### config.mk
export PLATFORM = sky130hd
export DESIGN_NAME = xtal_pll_seq
export DESIGN_NICKNAME = d
export VERILOG_FILES = /design/src/rtl/xtal_pll_seq_pkg.sv /design/src/rtl/settle_timer.sv /design/src/rtl/gpio_shadow.sv /design/src/rtl/seq_fsm.sv /design/src/rtl/xtal_pll_seq.sv
export SDC_FILE = /design/constraint.sdc
export NUM_CORES = 1
export LEC_CHECK = 0
export ABC_AREA = 1
export ABC_CLOCK_PERIOD_IN_PS = 2500
export BUFFER_PORTS_ARGS = -buffer_cell sky130_fd_sc_hd__buf_2
export CAP_MARGIN = 25
export CORE_MARGIN = 10
export CORE_UTILIZATION = 51
export CTS_CLUSTER_DIAMETER = 150
export DETAILED_ROUTE_END_ITERATION = 16
export MAX_ROUTING_LAYER = met4
export PLACE_DENSITY = 0.8
export SETUP_SLACK_MARGIN = 0.5
export SYNTH_ARGS = -nofsm -noshare
export SYNTH_HDL_FRONTEND = slang
export SYNTH_SLANG_ARGS = --single-unit
### constraint.sdc
create_clock -name clk -period 2.5 [get_ports clk]
set_input_delay 0.125 -clock clk [delete_from_list [all_inputs] [get_ports clk]]
set_output_delay 0.125 -clock clk [all_outputs]
set_load 0.05 [all_outputs]
### src/rtl/xtal_pll_seq_pkg.sv
package xtal_pll_seq_pkg;
  typedef enum logic [3:0] {
    ST_IDLE,
    ST_XOUT,
    ST_XOE,
    ST_XWAIT,
    ST_POUT,
    ST_PWAIT,
    ST_STAT,
    ST_OFFOUT,
    ST_OFFOE
  } seq_state_e;

  localparam logic [1:0] SEL_NONE = 2'd0;
  localparam logic [1:0] SEL_OUT  = 2'd1;
  localparam logic [1:0] SEL_OE   = 2'd2;
  localparam logic [1:0] SEL_STAT = 2'd3;

  localparam int XTAL_BIT = 0;
  localparam int PLLPD_BIT = 1;
endpackage

### src/rtl/settle_timer.sv
module settle_timer #(
  parameter int W = 8
) (
  input  logic         clk,
  input  logic         rst_n,
  input  logic         load_i,
  input  logic [W-1:0] load_val_i,
  output logic         expired_o
);
  logic [W-1:0] cnt_q;
  logic [W-1:0] cnt_d;
  logic         cnt_en;

  always_comb begin
    cnt_en = load_i || (cnt_q != '0);
    cnt_d  = load_i ? load_val_i : (cnt_q - 1'b1);
  end

  always_ff @(posedge clk or negedge rst_n) begin
    if (!rst_n) cnt_q <= '0;
    else if (cnt_en) cnt_q <= cnt_d;
  end

  assign expired_o = (cnt_q == '0);
endmodule

### src/rtl/gpio_shadow.sv
module gpio_shadow #(
  parameter int W = 2
) (
  input  logic         clk,
  input  logic         rst_n,
  input  logic         out_we_i,
  input  logic [W-1:0] out_d_i,
  input  logic         oe_we_i,
  input  logic [W-1:0] oe_d_i,
  output logic [W-1:0] out_q_o,
  output logic [W-1:0] oe_q_o
);
  always_ff @(posedge clk or negedge rst_n) begin
    if (!rst_n) out_q_o <= '0;
    else if (out_we_i) out_q_o <= out_d_i;
  end

  always_ff @(posedge clk or negedge rst_n) begin
    if (!rst_n) oe_q_o <= '0;
    else if (oe_we_i) oe_q_o <= oe_d_i;
  end
endmodule

### src/rtl/seq_fsm.sv
module seq_fsm
  import xtal_pll_seq_pkg::*;
#(
  parameter int TW = 8,
  parameter int XTAL_CYC = 10,
  parameter int PLL_CYC = 50
) (
  input  logic          clk,
  input  logic          rst_n,
  input  logic          req_i,
  input  logic          req_on_i,
  input  logic          req_xtal_i,
  input  logic          req_pll_i,
  input  logic          xtal_sense_i,
  input  logic          cfg_err_i,
  input  logic [1:0]    out_q_i,
  input  logic [1:0]    oe_q_i,
  input  logic          tmr_expired_i,
  output logic          tmr_load_o,
  output logic [TW-1:0] tmr_val_o,
  output logic          out_we_o,
  output logic [1:0]    out_d_o,
  output logic          oe_we_o,
  output logic [1:0]    oe_d_o,
  output logic          cfg_wr_o,
  output logic [1:0]    cfg_sel_o,
  output logic          busy_o,
  output logic          done_o,
  output logic          fail_o
);
  localparam logic [TW-1:0] XTAL_LOAD = TW'(XTAL_CYC - 1);
  localparam logic [TW-1:0] PLL_LOAD  = TW'(PLL_CYC - 1);

  seq_state_e state_q, state_d;
  logic selx_q, selp_q;
  logic cap_en;
  logic done_d, fail_d;

  always_comb begin
    state_d    = state_q;
    cap_en     = (state_q == ST_IDLE) && req_i;
    cfg_wr_o   = 1'b0;
    cfg_sel_o  = SEL_NONE;
    out_we_o   = 1'b0;
    out_d_o    = out_q_i;
    oe_we_o    = 1'b0;
    oe_d_o     = oe_q_i | {selp_q, selx_q};
    tmr_load_o = 1'b0;
    tmr_val_o  = XTAL_LOAD;
    done_d     = 1'b0;
    fail_d     = 1'b0;
    unique case (state_q)
      ST_IDLE: begin
        if (req_i) begin
          if (!req_on_i)         state_d = ST_OFFOUT;
          else if (xtal_sense_i) state_d = ST_STAT;    // clock already in use
          else if (req_xtal_i)   state_d = ST_XOUT;
          else if (req_pll_i)    state_d = ST_POUT;
          else                   state_d = ST_STAT;
        end
      end
      ST_XOUT: begin
        cfg_wr_o = 1'b1;
        cfg_sel_o = SEL_OUT;
        out_d_o[XTAL_BIT]  = 1'b1;
        out_d_o[PLLPD_BIT] = out_q_i[PLLPD_BIT] | selp_q;
        if (cfg_err_i) begin
          state_d = ST_IDLE; done_d = 1'b1; fail_d = 1'b1;
        end else begin
          out_we_o = 1'b1; state_d = ST_XOE;
        end
      end
      ST_XOE: begin
        cfg_wr_o = 1'b1;
        cfg_sel_o = SEL_OE;
        if (cfg_err_i) begin
          state_d = ST_IDLE; done_d = 1'b1; fail_d = 1'b1;
        end else begin
          oe_we_o = 1'b1;
          tmr_load_o = 1'b1;
          tmr_val_o = XTAL_LOAD;
          state_d = ST_XWAIT;
        end
      end
      ST_XWAIT: begin
        if (tmr_expired_i) state_d = selp_q ? ST_POUT : ST_STAT;
      end
      ST_POUT: begin
        cfg_wr_o = 1'b1;
        cfg_sel_o = SEL_OUT;
        out_d_o[PLLPD_BIT] = 1'b0;
        if (cfg_err_i) begin
          state_d = ST_IDLE; done_d = 1'b1; fail_d = 1'b1;
        end else begin
          out_we_o = 1'b1;
          tmr_load_o = 1'b1;
          tmr_val_o = PLL_LOAD;
          state_d = ST_PWAIT;
        end
      end
      ST_PWAIT: begin
        if (tmr_expired_i) state_d = ST_STAT;
      end
      ST_STAT: begin
        cfg_wr_o = 1'b1;
        cfg_sel_o = SEL_STAT;
        state_d = ST_IDLE;
        done_d = 1'b1;
        fail_d = cfg_err_i;
      end
      ST_OFFOUT: begin
        cfg_wr_o = 1'b1;
        cfg_sel_o = SEL_OUT;
        out_d_o[XTAL_BIT]  = out_q_i[XTAL_BIT] & ~selx_q;
        out_d_o[PLLPD_BIT] = out_q_i[PLLPD_BIT] | selp_q;
        if (cfg_err_i) begin
          state_d = ST_IDLE; done_d = 1'b1; fail_d = 1'b1;
        end else begin
          out_we_o = 1'b1; state_d = ST_OFFOE;
        end
      end
      ST_OFFOE: begin
        cfg_wr_o = 1'b1;
        cfg_sel_o = SEL_OE;
        oe_we_o = !cfg_err_i;
        state_d = ST_IDLE;
        done_d = 1'b1;
        fail_d = cfg_err_i;
      end
      default: state_d = ST_IDLE;
    endcase
  end

  always_ff @(posedge clk or negedge rst_n) begin
    if (!rst_n) state_q <= ST_IDLE;
    else state_q <= state_d;
  end

  always_ff @(posedge clk or negedge rst_n) begin
    if (!rst_n) begin
      selx_q <= 1'b0;
      selp_q <= 1'b0;
    end else if (cap_en) begin
      selx_q <= req_xtal_i;
      selp_q <= req_pll_i;
    end
  end

  always_ff @(posedge clk or negedge rst_n) begin
    if (!rst_n) begin
      done_o <= 1'b0;
      fail_o <= 1'b0;
    end else begin
      done_o <= done_d;
      fail_o <= fail_d;
    end
  end

  assign busy_o = (state_q != ST_IDLE);
endmodule

### src/rtl/xtal_pll_seq.sv
module xtal_pll_seq
  import xtal_pll_seq_pkg::*;
#(
  parameter int unsigned CLK_KHZ = 250000,
  parameter int unsigned XTAL_US = 1000,
  parameter int unsigned PLL_US  = 5000
) (
  input  logic       clk,
  input  logic       rst_n,
  input  logic       req_i,
  input  logic       req_on_i,
  input  logic       req_xtal_i,
  input  logic       req_pll_i,
  input  logic       xtal_sense_i,
  input  logic       cfg_err_i,
  output logic       cfg_wr_o,
  output logic [1:0] cfg_sel_o,
  output logic       xtal_pu_o,
  output logic       pll_pd_o,
  output logic [1:0] oe_o,
  output logic       busy_o,
  output logic       done_o,
  output logic       fail_o
);
  localparam int unsigned XTAL_RAW = (CLK_KHZ * XTAL_US) / 1000;
  localparam int unsigned PLL_RAW  = (CLK_KHZ * PLL_US) / 1000;
  localparam int XTAL_CYC = (XTAL_RAW < 1) ? 1 : int'(XTAL_RAW);
  localparam int PLL_CYC  = (PLL_RAW < 1) ? 1 : int'(PLL_RAW);
  localparam int MAX_CYC  = (XTAL_CYC > PLL_CYC) ? XTAL_CYC : PLL_CYC;
  localparam int TW       = $clog2(MAX_CYC + 1);

  logic [1:0] rst_pipe;
  logic       rst_sync_n;

  always_ff @(posedge clk or negedge rst_n) begin
    if (!rst_n) rst_pipe <= 2'b00;
    else rst_pipe <= {rst_pipe[0], 1'b1};
  end
  assign rst_sync_n = rst_pipe[1];

  logic          tmr_load, tmr_expired;
  logic [TW-1:0] tmr_val;
  logic          out_we, oe_we;
  logic [1:0]    out_d, oe_d, out_q, oe_q;

  seq_fsm #(
    .TW(TW), .XTAL_CYC(XTAL_CYC), .PLL_CYC(PLL_CYC)
  ) i_fsm (
    .clk(clk), .rst_n(rst_sync_n),
    .req_i(req_i), .req_on_i(req_on_i), .req_xtal_i(req_xtal_i),
    .req_pll_i(req_pll_i), .xtal_sense_i(xtal_sense_i), .cfg_err_i(cfg_err_i),
    .out_q_i(out_q), .oe_q_i(oe_q), .tmr_expired_i(tmr_expired),
    .tmr_load_o(tmr_load), .tmr_val_o(tmr_val),
    .out_we_o(out_we), .out_d_o(out_d), .oe_we_o(oe_we), .oe_d_o(oe_d),
    .cfg_wr_o(cfg_wr_o), .cfg_sel_o(cfg_sel_o),
    .busy_o(busy_o), .done_o(done_o), .fail_o(fail_o)
  );

  settle_timer #(.W(TW)) i_timer (
    .clk(clk), .rst_n(rst_sync_n),
    .load_i(tmr_load), .load_val_i(tmr_val), .expired_o(tmr_expired)
  );

  gpio_shadow #(.W(2)) i_shadow (
    .clk(clk), .rst_n(rst_sync_n),
    .out_we_i(out_we), .out_d_i(out_d),
    .oe_we_i(oe_we), .oe_d_i(oe_d),
    .out_q_o(out_q), .oe_q_o(oe_q)
  );

  assign xtal_pu_o = out_q[XTAL_BIT];
  assign pll_pd_o  = out_q[PLLPD_BIT];
  assign oe_o      = oe_q;
endmodule

=== Word-level counts from Yosys, hierarchy flattened ===
Cells that the tools add are included.

* Register bits: 35
* Input bits: 8
* Output and inout bits: 10
* Word-level logic and storage cells: 72

* Add/sub/neg operators: 1
* Equality and inequality tests: 11
* Mux-type cells: 27
* Bitwise operators: 4
* Reduce and logical (&&, ||, !) cells: 19

{| class="wikitable"
|+ Operators with widths
! cell !! count
|-
| $mux 21 || 3
|-
| $mux 4 || 7
|-
| $pmux 4 s7 || 1
|-
| $logic_not 21->1 || 1
|-
| $reduce_bool 21->1 || 1
|-
| $sub 21x1->21 const B || 1
|-
| $eq 4x3->1 const B || 4
|-
| $pmux 1 s2 || 5
|-
| $eq 4x2->1 const B || 2
|-
| $mux 2 || 4
|-
| $reduce_or 2->1 || 4
|-
| $pmux 2 s3 || 1
|-
| $reduce_or 6->1 || 1
|-
| $mux 1 || 5
|-
| $eq 4x1->1 const B || 1
|-
| $eq 4x4->1 const B || 1
|-
| $logic_not 4->1 || 1
|-
| $ne 2x1->1 const B || 2
|-
| $reduce_and 2->1 || 2
|-
| $reduce_bool 2->1 || 2
|-
| $reduce_bool 4->1 || 1
|-
| $reduce_or 4->1 || 1
|-
| $mux 3 || 1
|-
| $reduce_and 3->1 || 1
|-
| 9 further kinds || 9
|}

=== Longest topological paths before layout ===
* Depth in word-level cells: 6
* Gate-level depth with buffers: 10
* Gate-level depth less buffers: 9

=== Modules after synthesis ===
From an unflattened synthesis, not the netlist that was laid out.

* Cell total of the unflattened synthesis: 363
* Area total of the unflattened synthesis: 2408.6 µm²

{| class="wikitable"
|+ Modules (own cells, without submodules)
! module !! times used !! cells each !! area each (µm²) !! sequential area each (µm²)
|-
| settle_timer || 1 || 222 || 1452.6 || 525.5
|-
| seq_fsm || 1 || 120 || 749.5 || 200.2
|-
| gpio_shadow || 1 || 18 || 152.6 || 100.1
|-
| xtal_pll_seq || 1 || 3 || 53.8 || 50.0
|}

=== Worst setup path before layout ===
Ideal clock, no wire load.

* Path kind: register to output
* From: register i_fsm.state_q[0]
* To: output cfg_wr_o
* Arrival time: 1618 ps
* Data required time: 2375 ps
* Path slack: 757 ps
* Cell stages (with the launch flop): 8
* Path buffers: 0
* Path through: dfrtp_1 > nor2_2 > nand3_1 > nand2_1 > inv_1 > nand2_1 > nor2_1 > inv_1

* Cells in the longest elaborated chain, start to end: 3
* Elaborated cells between the ends (all ways): 8
* Those cells by class: eq/ne: 6; mux: 1; reduce/logical: 1

{| class="wikitable"
|+ RTL lines
! item !! line !! source
|-
| start, declared || seq_fsm.sv:34 || <nowiki>seq_state_e state_q, state_d;</nowiki>
|-
| start signal, assigned || seq_fsm.sv:136 || <nowiki>else state_q <= state_d;</nowiki>
|-
| $eq 4x3->1 (tied with other cells) || seq_fsm.sv:52 || <nowiki>unique case (state_q)</nowiki>
|-
| $reduce_or 6->1 (no line) * || n/a ||
|-
| $mux 1 * || seq_fsm.sv:52 ||
|-
| end, declared || xtal_pll_seq.sv:16 || <nowiki>output logic cfg_wr_o,</nowiki>
|}

Mark *: on every way between the ends. The rest lies on a longest branch, timed or not.

=== Final worst setup path ===
* From: register i_fsm.state_q[3]
* To: output cfg_wr_o

The elaborated chain is that of the path after synthesis.

==> results.toml <==
[status]
status = "complete, no violations"

[power]
p_seq_share_pct = 33.0
pwr-share-clk_pct = 16.2
leakage_nw = 1.19
combPwrFrac_pct = 50.8
swShare_pct = 49.2
switching_power_mw = 1.37
power.internal_mw = 1.41
vdd.ir_drop.worst_v = 0.000966
p_per_area_nw_per_um2 = 1180
total_power_mw = 2.78

[routing]
m1WireLength_um = 2140
dr.max_layer_used = "met4"
drcViolationCount = 0
wl_per_cell_um = 12.8
drt_pass1_iterations = 5
wirelength_um = 4520
vias = 1823
drtIter0Drc = 133
wl_met3_um = 129
detail-route-antenna-nets = 0
viasPerCell = 5.18
wl_met2_um = 2140

[worst_setup_path]
cp_common_cell = "nand3_1"
worst-setup-path-type = "register to output port"
cp_data_arrival_time_ns = 1.72
path_max_fanout = 5
crit_path_top_delay_cell = "dfrtp_1"
worst_ep_required_time_ns = 2.38
crit_buf_inv = 2
critPathTopFamily = "simple AND/OR/NAND/NOR gates"
path_cells = "nor2_2 > nand3_1 > nand3_1 > nor2_1 > inv_1 > buf_2"
slowest_delay_ns = 0.43
end_kind = "output port"
crit_path_start_kind = "register"

[floorplanning]
dieArea_um2 = 7110
fp.coreArea_um2 = 4000
fp-row-count = 23
die_y_um = 84.3
die_x_um = 84.3
ios = 18
initial_core_util_pct = 52.7

[finish]
diodes = 0
final_nets = 311
finalNonFillerCells = 352
syn_to_final_growth_pct = 11.8
drive_gt1_share_pct = 20.9
final_core_util_pct = 58.9
final_area_um2 = 2360

[sta]
setup_tns_ns = 0
finalSetupViolations = 0
final.setup.worst_slack_ns = 0.655
period_minus_slack_ns = 1.84
drv_slew = 0
fmax_mhz = 542
finalCritPeriodShare_pct = 73.8
fin_hold_ws_ns = 0.0215
fin_worst_skew_ns = 0.00967
rsz0062_at_grt = "no"
finalHoldViolCount = 0

[clock_tree]
root_buffer = "clkbuf_8"
insertion_delay_ns = 0.29
cts_resized = 0
post_cts_buffers = 0
clk_pin_slew_ns = 0.07
cts-hold-fix-buffers = 1
clock_sinks = 35
cts_tree = "built"
cts_buffer_depth = 2
cts_buffers = 5
cts_max_level = 2

[logic_synthesis]
synthTopCellsByArea = "dfrtp_1, nand2_1, nor2_1, nand3_1, inv_1"
ys_seq_area_share_pct = 41.5
synth-seq-cells = 35
avgSynthCellArea_um2 = 7.61
syn_inst = 277
yosysTopAreaCellShare_pct = 41.5
synth_ff_type = "dfrtp_1"
synth_area_um2 = 2110
synthArstFlopShare_pct = 100
synth_edf_count = 0
synth.most_common_cell = "nand2_1"
yosys.area.top_type = "dfrtp_1"
ys_top_cells_by_count = "nand2_1, nor2_1, dfrtp_1"
yosys_warnings = 0
synthDistinctLibCells = 31
synth_fp_nets = 287

[global_routing]
antenna_found_initial = 0
overflow = 0
grt_max_degree = 34
track_usage_pct = 13.7
grt_pass1_vias = 1816
grt_pass1_wl_um = 8070

[place]
place_congestion = 0.913
io_buffers = 17
dp_cells = 343
hpwl_um = 3410
pre_cts_ws_ns = 0.872
placed_area_um2 = 2250

[run]
maxCapViolCount = 0

[hold_path]
hp-class = "primary input to register"
==> layer usage <==
metal / global-route usage [%] / vias to the layer above
met2: 22.3 / 37
met3: 2.22 / 8
met1: 16.1 / 844
li1: - / 934
met4: 6.24 / 0
met5: - / -
==> placed cells by master (no fill, tap or decap), types with 5 or more instances in the layout <==
cell type  netlist  final
a21oi_1         10     10
buf_2            1     17
clkbuf_8         0      7
dfrtp_1         35     35
inv_1           27     27
inv_2            6      6
nand2_1         65     65
nand3_1         27     27
nand3_2          5      5
nand4_1          7      7
nor2_1          44     44
nor2_2          10     10
nor2_4           5      5
o21ai_1          5      5
==> final timing paths <==
path / start / endpoint / slack, ns / depth (start not counted)
worst max-delay path: i_fsm.state_q[3]$_DFFE_PN0P_ / cfg_wr_o / 0.66 / 6
worst min-delay path: cfg_err_i / i_fsm.state_q[3]$_DFFE_PN0P_ / 0.02 / 2
worst max register to register: i_timer.cnt_q[0]$_DFFE_PN0P_ / i_timer.cnt_q[8]$_DFFE_PN0P_ / 0.85 / 7
worst min register to register: rst_pipe[1]$_DFF_PN0_ / i_timer.cnt_q[2]$_DFFE_PN0P_ / 0.25 / 1
max in group asynchronous: rst_pipe[1]$_DFF_PN0_ / i_timer.cnt_q[10]$_DFFE_PN0P_ / 1.93 / 1
min in group asynchronous: rst_n / rst_pipe[1]$_DFF_PN0_ / 0.14 / 2
==> cell type report <==
| class | instances | area (µm²) |
|---|---|---|
| tap | 50 | 62.6 |
| sequential | 35 | 876 |
| fill | 370 | 1640 |
| clock buffer | 8 | 100 |
| inverter | 34 | 130 |
| multi-input combinational | 206 | 1090 |
| timing repair buffer | 19 | 103 |
==> flip-flops by register name, summed over array words and instances (netlist names) <==
signal and cells:
i_fsm.selx_q 1, i_timer.cnt_q 21, i_fsm.done_o 1, i_fsm.fail_o 1, i_shadow.oe_q_o 2, i_fsm.selp_q 1, i_shadow.out_q_o 2, rst_pipe 2
i_fsm.state_q 4
==> power by group through the flow <==
| stage | clock network (mW) | registers (mW) | logic (mW) |
|---|---|---|---|
| global placement | 0 | 0.922 | 1.40 |
| finish | 0.452 | 0.917 | 1.41 |
| floorplan | 0 | 1.05 | 1.00 |
| CTS | 0.461 | 0.917 | 1.42 |
| detailed placement | 0 | 0.924 | 1.41 |
| global route | 0.493 | 0.947 | 1.58 |
==> cell families (layout without fill, tap and decap cells) <==
family	count (synthesis)	in the layout	synth area share [%]
compound gates	24	24	7.48
xor+xnor	6	6	2.49
flops	35	35	41.5
other cells	1	1	0.178
buf+inv	36	61	6.94
simple gates	173	173	40.2
fa+ha+maj	2	2	1.19
No activity file was read; power rests on OpenSTA's default activity.
